## config.mk

```make
export PLATFORM = sky130hd
export DESIGN_NAME = edge_capture_unit
export DESIGN_NICKNAME = d
export VERILOG_FILES = /design/src/rtl/ecu_pkg.sv /design/src/rtl/ecu_pin_sync.sv /design/src/rtl/ecu_event_sel.sv /design/src/rtl/ecu_fifo.sv /design/src/rtl/ecu_irq_count.sv /design/src/rtl/edge_capture_unit.sv
export SDC_FILE = /design/constraint.sdc
export NUM_CORES = 1
export LEC_CHECK = 0
export BUFFER_PORTS_ARGS = -buffer_cell sky130_fd_sc_hd__buf_2
export CORE_MARGIN = 8
export CORE_UTILIZATION = 60
export DETAILED_ROUTE_END_ITERATION = 16
export PLACE_DENSITY_LB_ADDON = 0.05
export SYNTH_ARGS = -nofsm -noshare
export SYNTH_HDL_FRONTEND = slang
export SYNTH_SLANG_ARGS = --single-unit
```

## constraint.sdc

```tcl
create_clock -name clk -period 6.65 [get_ports clk]
set_input_delay 0.3325 -clock clk [delete_from_list [all_inputs] [get_ports clk]]
set_output_delay 0.3325 -clock clk [all_outputs]
set_load 0.005 [all_outputs]
```

## src/rtl/ecu_pkg.sv

```systemverilog
package ecu_pkg;
  localparam logic [3:0] MODE_ANY_A  = 4'b0000;
  localparam logic [3:0] MODE_RISE   = 4'b0001;
  localparam logic [3:0] MODE_FALL   = 4'b0010;
  localparam logic [3:0] MODE_ANY_B  = 4'b0011;
  localparam logic [3:0] MODE_DIV_LO = 4'b0100;
  localparam logic [3:0] MODE_DIV_HI = 4'b0101;

  function automatic logic mode_reserved(input logic [3:0] m);
    return m[3] || (m == 4'b0110) || (m == 4'b0111);
  endfunction

  function automatic logic mode_divides(input logic [3:0] m);
    return (m == MODE_DIV_LO) || (m == MODE_DIV_HI);
  endfunction
endpackage

```

## src/rtl/ecu_pin_sync.sv

```systemverilog
module ecu_pin_sync #(
  parameter int STAGES = 2
) (
  input  logic clk,
  input  logic rst_n,
  input  logic pin_i,
  output logic rise_o,
  output logic fall_o
);
  logic [STAGES-1:0] chain;
  logic              lvl;
  logic              last;

  always_ff @(posedge clk or negedge rst_n) begin
    if (!rst_n) begin
      chain <= '0;
      last  <= 1'b0;
    end else begin
      chain <= {chain[STAGES-2:0], pin_i};
      last  <= chain[STAGES-1];
    end
  end

  assign lvl    = chain[STAGES-1];
  assign rise_o = lvl & ~last;
  assign fall_o = ~lvl & last;

  generate
    if (STAGES == 2) begin : g_chk
      p_rise_latency_r10: assert property (@(posedge clk) disable iff (!rst_n)
        rise_o |-> $past(pin_i, 2));
      p_fall_latency_r10: assert property (@(posedge clk) disable iff (!rst_n)
        fall_o |-> !$past(pin_i, 2));
    end
  endgenerate
endmodule

```

## src/rtl/ecu_event_sel.sv

```systemverilog
module ecu_event_sel
  import ecu_pkg::*;
#(
  parameter int DIV_FAST = 4,
  parameter int DIV_SLOW = 16
) (
  input  logic       clk,
  input  logic       rst_n,
  input  logic       en_i,
  input  logic [3:0] mode_i,
  input  logic       rise_i,
  input  logic       fall_i,
  output logic       evt_o
);
  localparam int DW = $clog2(DIV_SLOW);

  logic [3:0]    mode_q;
  logic [DW-1:0] div_cnt;
  logic [DW-1:0] div_lim;
  logic          mode_chg;
  logic          div_hit;

  assign mode_chg = (mode_i != mode_q);
  assign div_lim  = (mode_i == MODE_DIV_HI) ? DW'(DIV_SLOW - 1) : DW'(DIV_FAST - 1);
  assign div_hit  = rise_i && (div_cnt == div_lim);

  always_ff @(posedge clk or negedge rst_n) begin
    if (!rst_n) begin
      mode_q  <= '0;
      div_cnt <= '0;
    end else begin
      mode_q <= mode_i;
      if (!en_i || mode_chg || !mode_divides(mode_i))
        div_cnt <= '0;
      else if (rise_i)
        div_cnt <= div_hit ? '0 : div_cnt + 1'b1;
    end
  end

  always_comb begin
    evt_o = 1'b0;
    if (en_i && !mode_chg) begin
      case (mode_i)
        MODE_ANY_A, MODE_ANY_B:   evt_o = rise_i | fall_i;
        MODE_RISE:                evt_o = rise_i;
        MODE_FALL:                evt_o = fall_i;
        MODE_DIV_LO, MODE_DIV_HI: evt_o = div_hit;
        default:                  evt_o = 1'b0;
      endcase
    end
  end

  p_reserved_quiet_r5: assert property (@(posedge clk) disable iff (!rst_n)
    mode_reserved(mode_i) |-> !evt_o);
  p_divide_on_rise_r4: assert property (@(posedge clk) disable iff (!rst_n)
    (mode_divides(mode_i) && evt_o) |-> rise_i);
  p_div_cleared_r11: assert property (@(posedge clk) disable iff (!rst_n)
    !en_i |=> (div_cnt == '0));
endmodule

```

## src/rtl/ecu_fifo.sv

```systemverilog
module ecu_fifo #(
  parameter int W     = 32,
  parameter int DEPTH = 4
) (
  input  logic         clk,
  input  logic         rst_n,
  input  logic         push_i,
  input  logic [W-1:0] push_data_i,
  input  logic         pop_i,
  output logic [W-1:0] head_o,
  output logic         valid_o,
  output logic         overflow_o
);
  localparam int AW = $clog2(DEPTH);
  localparam int CW = $clog2(DEPTH + 1);

  logic [W-1:0]  mem [DEPTH];
  logic [AW-1:0] wp, rp;
  logic [CW-1:0] cnt;
  logic          full, do_pop, do_push;

  function automatic logic [AW-1:0] bump(input logic [AW-1:0] p);
    return (p == AW'(DEPTH - 1)) ? '0 : p + 1'b1;
  endfunction

  assign full    = (cnt == CW'(DEPTH));
  assign valid_o = (cnt != '0);
  assign do_pop  = pop_i && valid_o;
  assign do_push = push_i && (!full || do_pop);
  assign head_o  = mem[rp];

  always_ff @(posedge clk) begin
    if (do_push) mem[wp] <= push_data_i;
  end

  always_ff @(posedge clk or negedge rst_n) begin
    if (!rst_n) begin
      wp         <= '0;
      rp         <= '0;
      cnt        <= '0;
      overflow_o <= 1'b0;
    end else begin
      if (do_push) wp <= bump(wp);
      if (do_pop)  rp <= bump(rp);
      case ({do_push, do_pop})
        2'b10:   cnt <= cnt + 1'b1;
        2'b01:   cnt <= cnt - 1'b1;
        default: cnt <= cnt;
      endcase
      if (push_i && !do_push) overflow_o <= 1'b1;
    end
  end

  p_count_bound_r9: assert property (@(posedge clk) disable iff (!rst_n)
    cnt <= CW'(DEPTH));
  p_drop_when_full_r9: assert property (@(posedge clk) disable iff (!rst_n)
    (push_i && full && !pop_i) |=> (full && overflow_o));
  p_overflow_sticky_r9: assert property (@(posedge clk) disable iff (!rst_n)
    overflow_o |=> overflow_o);
  p_swap_keeps_full_r12: assert property (@(posedge clk) disable iff (!rst_n)
    (push_i && full && pop_i && !overflow_o) |=> (full && !overflow_o));
endmodule

```

## src/rtl/ecu_irq_count.sv

```systemverilog
module ecu_irq_count #(
  parameter int CW = 4
) (
  input  logic          clk,
  input  logic          rst_n,
  input  logic          en_i,
  input  logic          evt_i,
  input  logic [CW-1:0] thr_i,
  output logic          irq_o
);
  logic [CW-1:0] cnt;

  always_ff @(posedge clk or negedge rst_n) begin
    if (!rst_n) begin
      cnt   <= '0;
      irq_o <= 1'b0;
    end else if (!en_i) begin
      cnt   <= '0;
      irq_o <= 1'b0;
    end else begin
      irq_o <= 1'b0;
      if (evt_i) begin
        if (cnt >= thr_i) begin
          cnt   <= '0;
          irq_o <= 1'b1;
        end else begin
          cnt <= cnt + 1'b1;
        end
      end
    end
  end

  p_irq_from_event_r6: assert property (@(posedge clk) disable iff (!rst_n)
    irq_o |-> $past(evt_i));
  p_irq_silent_off_r11: assert property (@(posedge clk) disable iff (!rst_n)
    !en_i |=> !irq_o);
endmodule

```

## src/rtl/edge_capture_unit.sv

```systemverilog
module edge_capture_unit #(
  parameter int TW          = 32,
  parameter int NW          = 16,
  parameter int DEPTH       = 4,
  parameter int SYNC_STAGES = 2
) (
  input  logic          clk,
  input  logic          rst_n,
  input  logic          enable,
  input  logic          cap_pin,
  input  logic [TW-1:0] timebase,
  input  logic [3:0]    mode,
  input  logic          wide,
  input  logic [3:0]    evt_sel,
  output logic [TW-1:0] cap_data,
  output logic          cap_valid,
  input  logic          cap_ready,
  output logic          overflow,
  output logic          irq
);
  logic          rise, fall, evt;
  logic [TW-1:0] stamp;

  assign stamp = wide ? timebase : {{(TW-NW){1'b0}}, timebase[NW-1:0]};

  ecu_pin_sync #(.STAGES(SYNC_STAGES)) u_sync (
    .clk(clk), .rst_n(rst_n), .pin_i(cap_pin), .rise_o(rise), .fall_o(fall)
  );

  ecu_event_sel u_sel (
    .clk(clk), .rst_n(rst_n), .en_i(enable), .mode_i(mode),
    .rise_i(rise), .fall_i(fall), .evt_o(evt)
  );

  ecu_fifo #(.W(TW), .DEPTH(DEPTH)) u_fifo (
    .clk(clk), .rst_n(rst_n), .push_i(evt), .push_data_i(stamp),
    .pop_i(cap_ready), .head_o(cap_data), .valid_o(cap_valid),
    .overflow_o(overflow)
  );

  ecu_irq_count #(.CW(4)) u_irq (
    .clk(clk), .rst_n(rst_n), .en_i(enable), .evt_i(evt),
    .thr_i(evt_sel), .irq_o(irq)
  );

  p_irq_with_write_r6: assert property (@(posedge clk) disable iff (!rst_n)
    irq |-> (cap_valid || overflow));
endmodule

```

==> qor.yml <==
vias: 3117
crit_path_max_fanout: 19
drv_cap: 0
synth_top_area_share: 0.6271
yosysTopAreaCell: "edfxtp_1"
startpoint_type: "flop"
crit_required_ns: 6.32
cts_sinks: 152
yosys_register_bits: 152
syn_avg_cell_area_um2: 19.22
drive_above_1_share: 0.3712
grt_max_degree: 35
clockBufferDepth: 2
skew_ns: 0.01027
critPathSlowestCell: "dfrtp_2"
first_global_vias: 3293
synth_area_leaders: "edfxtp_1 63%, mux4_2 12%, dfrtp_1 9.8%, ha_1 2.9%, and2_1 2.0%"
cts_root_buf: "clkbuf_8"
fp.dieW_um: 117.1
dieArea_um2: 13710
ys_types: 47
slew_headroom: 0.4096
cts_buffers: 17
syn_nets: 380
synth-main-ff-cell: "edfxtp_1"
drt-vias-per-instance: 5.497
worst_pin_slew_ns: 0.8856
post_drt_wl_per_cell_um: 18.64
end_kind: "output port"
outcome: "complete, no violations"
fin_ws_ns: 3.915
crit_buf_inv: 2
htreeDepth: 4
hold_path.class: "input pin to flop"
dpl_worst_slack_ns: 3.891
dp_hpwl_um: 6556
path_cells: "buf_4, mux4_2, buf_2"
rsz0062_at_grt: "false"
power_density_nw_per_um2: 341.8
top_level_ports: 81
fin_crit_ns: 2.735
portBuffers: 80
synth_warnings: 0
irDropWorstVdd_uv: 209.8
drt_iter0_drc: 217
yosysSeqAreaShare: 0.7250
tns_ns: 0
antennaDiodeCount: 0
yosysMostFrequentCell: "edfxtp_1"
die_h_um: 117.1
p_leak_nw: 2.704
synth_edf_count: 128
grt_usage: 0.1704
drtPass1Iterations: 4
fin_crit_sh: 0.4113
grt_pass1_wl_um: 16940
start_util: 0.6046
clkLatencyLatePin_ns: 0.52
synthCells: 319
gp_congestion: 0.7521
drt_drc_violations_left: 0
synthArstFlopShare: 0.1579
tritoncts: "yes"
nets: 479
synth_area_um2: 6130
path_class: "flop to output port"
hold_viol_final: 0
nFillCells: 623
cp_top_family: "flip-flops"
arrival_ns: 2.40
slew_violations: 0
coreArea_um2: 10140
finalSetupViolations: 0
crit_path_max_incr_delay_ns: 0.74
synthToLayoutAreaGrowth_pct: 19.78
overflow: 0
fmax_mhz: 365.6
drtAntennaViolNets: 0
ys_top_cells_by_count: "128 x edfxtp_1, 32 x mux4_2, 24 x dfrtp_1, 20 x and2_1, 15 x inv_1"
cts-resized-gates: 0
rows: 37
path_clk_slew_ns: 0.06
routed_wl_um: 10570
antenna_found_initial: 0
registers in the layout (all words and copies together), names as in the netlist:
register,cells
u_irq.irq_o,1
u_fifo.overflow_o,1
u_sel.div_cnt,4
u_sel.mode_q,4
u_sync.last,1
u_fifo.cnt,3
u_sync.chain,2
u_fifo.rp,2
u_irq.cnt,4
u_fifo.mem,128
u_fifo.wp,2
cells in the final DEF (no fill, tap or decap), types with 2 or more instances in the layout:
master / Yosys / routed
ha_1: 14 / 14
mux2i_1: 5 / 5
inv_1: 15 / 15
o21ai_0: 4 / 4
nand3_1: 2 / 2
inv_6: 0 / 4
clkinv_2: 0 / 2
mux2_4: 2 / 2
nor2_1: 9 / 9
edfxtp_1: 128 / 128
nand2b_1: 3 / 3
mux4_2: 32 / 32
nand3b_1: 2 / 2
and2_1: 20 / 16
and2_2: 0 / 4
nand2_1: 12 / 12
dlygate4sd3_1: 0 / 10
dfrtp_2: 0 / 2
bufinv_16: 0 / 2
inv_8: 0 / 2
clkinvlp_4: 0 / 5
xor2_1: 4 / 4
xnor2_1: 4 / 4
buf_2: 3 / 80
clkbuf_16: 0 / 16
dfrtp_1: 24 / 22
final timing paths:
check                                 from           endpoint  slack (ns)  depth (start not counted)
min in group asynchronous            rst_n    u_sel.mode_q[0]        0.34                          2
max reg2reg                    u_sync.last  u_fifo.mem[3][23]        3.92                          7
min                            timebase[9]   u_fifo.mem[2][9]        0.03                          1
max in group asynchronous            rst_n       u_fifo.rp[0]        5.91                          2
min reg2reg                u_sync.chain[0]    u_sync.chain[1]        0.36                          0
max                           u_fifo.rp[0]       cap_data[30]        3.92                          3
cell families after synthesis:
family,after synthesis,synth area share
DFF,152,0.7250
and+or+nand+nor,63,0.06144
muxes,41,0.1347
buffers and inverters,26,0.01776
adders and majority gates,15,0.03184
AOI/OAI and AO/OA,14,0.01776
xor gates and xnor gates,8,0.01143
report_power, final:
| group | switching [W] | internal [W] |
|---|---|---|
| logic | 0.000171 | 0.000278 |
| clock network | 0.000383 | 0.000541 |
| registers | 0.0000826 | 0.00105 |
layout make-up:
type	instances	area, um2	area share
flip-flops and latches	152	4447	0.6057
multi-input cells	141	1582	0.2154
repair buffers	91	508.0	0.06919
clock buffers	17	414.1	0.05641
well taps	136	170.2	0.02318
clock inverters	15	165.2	0.02249
inverters	15	56.30	0.007669
routing by layer:
layer | vias up | GRT usage | part of all wire
li1 | 1444 | - | -
met1 | 1566 | 0.2199 | 0.43
met2 | 98 | 0.2654 | 0.50
met3 | 9 | 0.05439 | 0.062
met4 | 0 | 0.06741 | 0.012
met5 | - | 0 | 0
repair_timing:
| action | in CTS | in global routing |
|---|---|---|
| buffers inserted | 0 | 0 |
| hold buffers | 10 | 0 |
| endpoints found under the hold margin | 44 | 0 |
through the flow:
stage | std cells | total power, W | hold slack (ns) | area (um2) | utilization
after floorplan | 319 | 0.001435 | 0.03691 | 6130 | -
after detailed placement | 525 | 0.001616 | 0.3485 | 6663 | 0.6572
after CTS | 567 | 0.002551 | 0.0005844 | 7342 | 0.7242
after global routing | 567 | 0.002629 | 0.004803 | 7342 | 0.7242
after global placement | 525 | 0.001607 | 0.3422 | 6663 | 0.6572
final | 567 | 0.002509 | 0.03183 | 7342 | 0.7242
worst register-to-register path: cells and delay by family, from the launching register on:
kind | cells | cell delay [ns]
DFF | 1 | 0.38
and+or+nand+nor | 3 | 1.14
muxes | 1 | 0.28
adders and majority gates | 1 | 0.33
buffers and inverters | 1 | 0.06
AOI/OAI and AO/OA | 1 | 0.16
(Power assumes the default switching activity.)
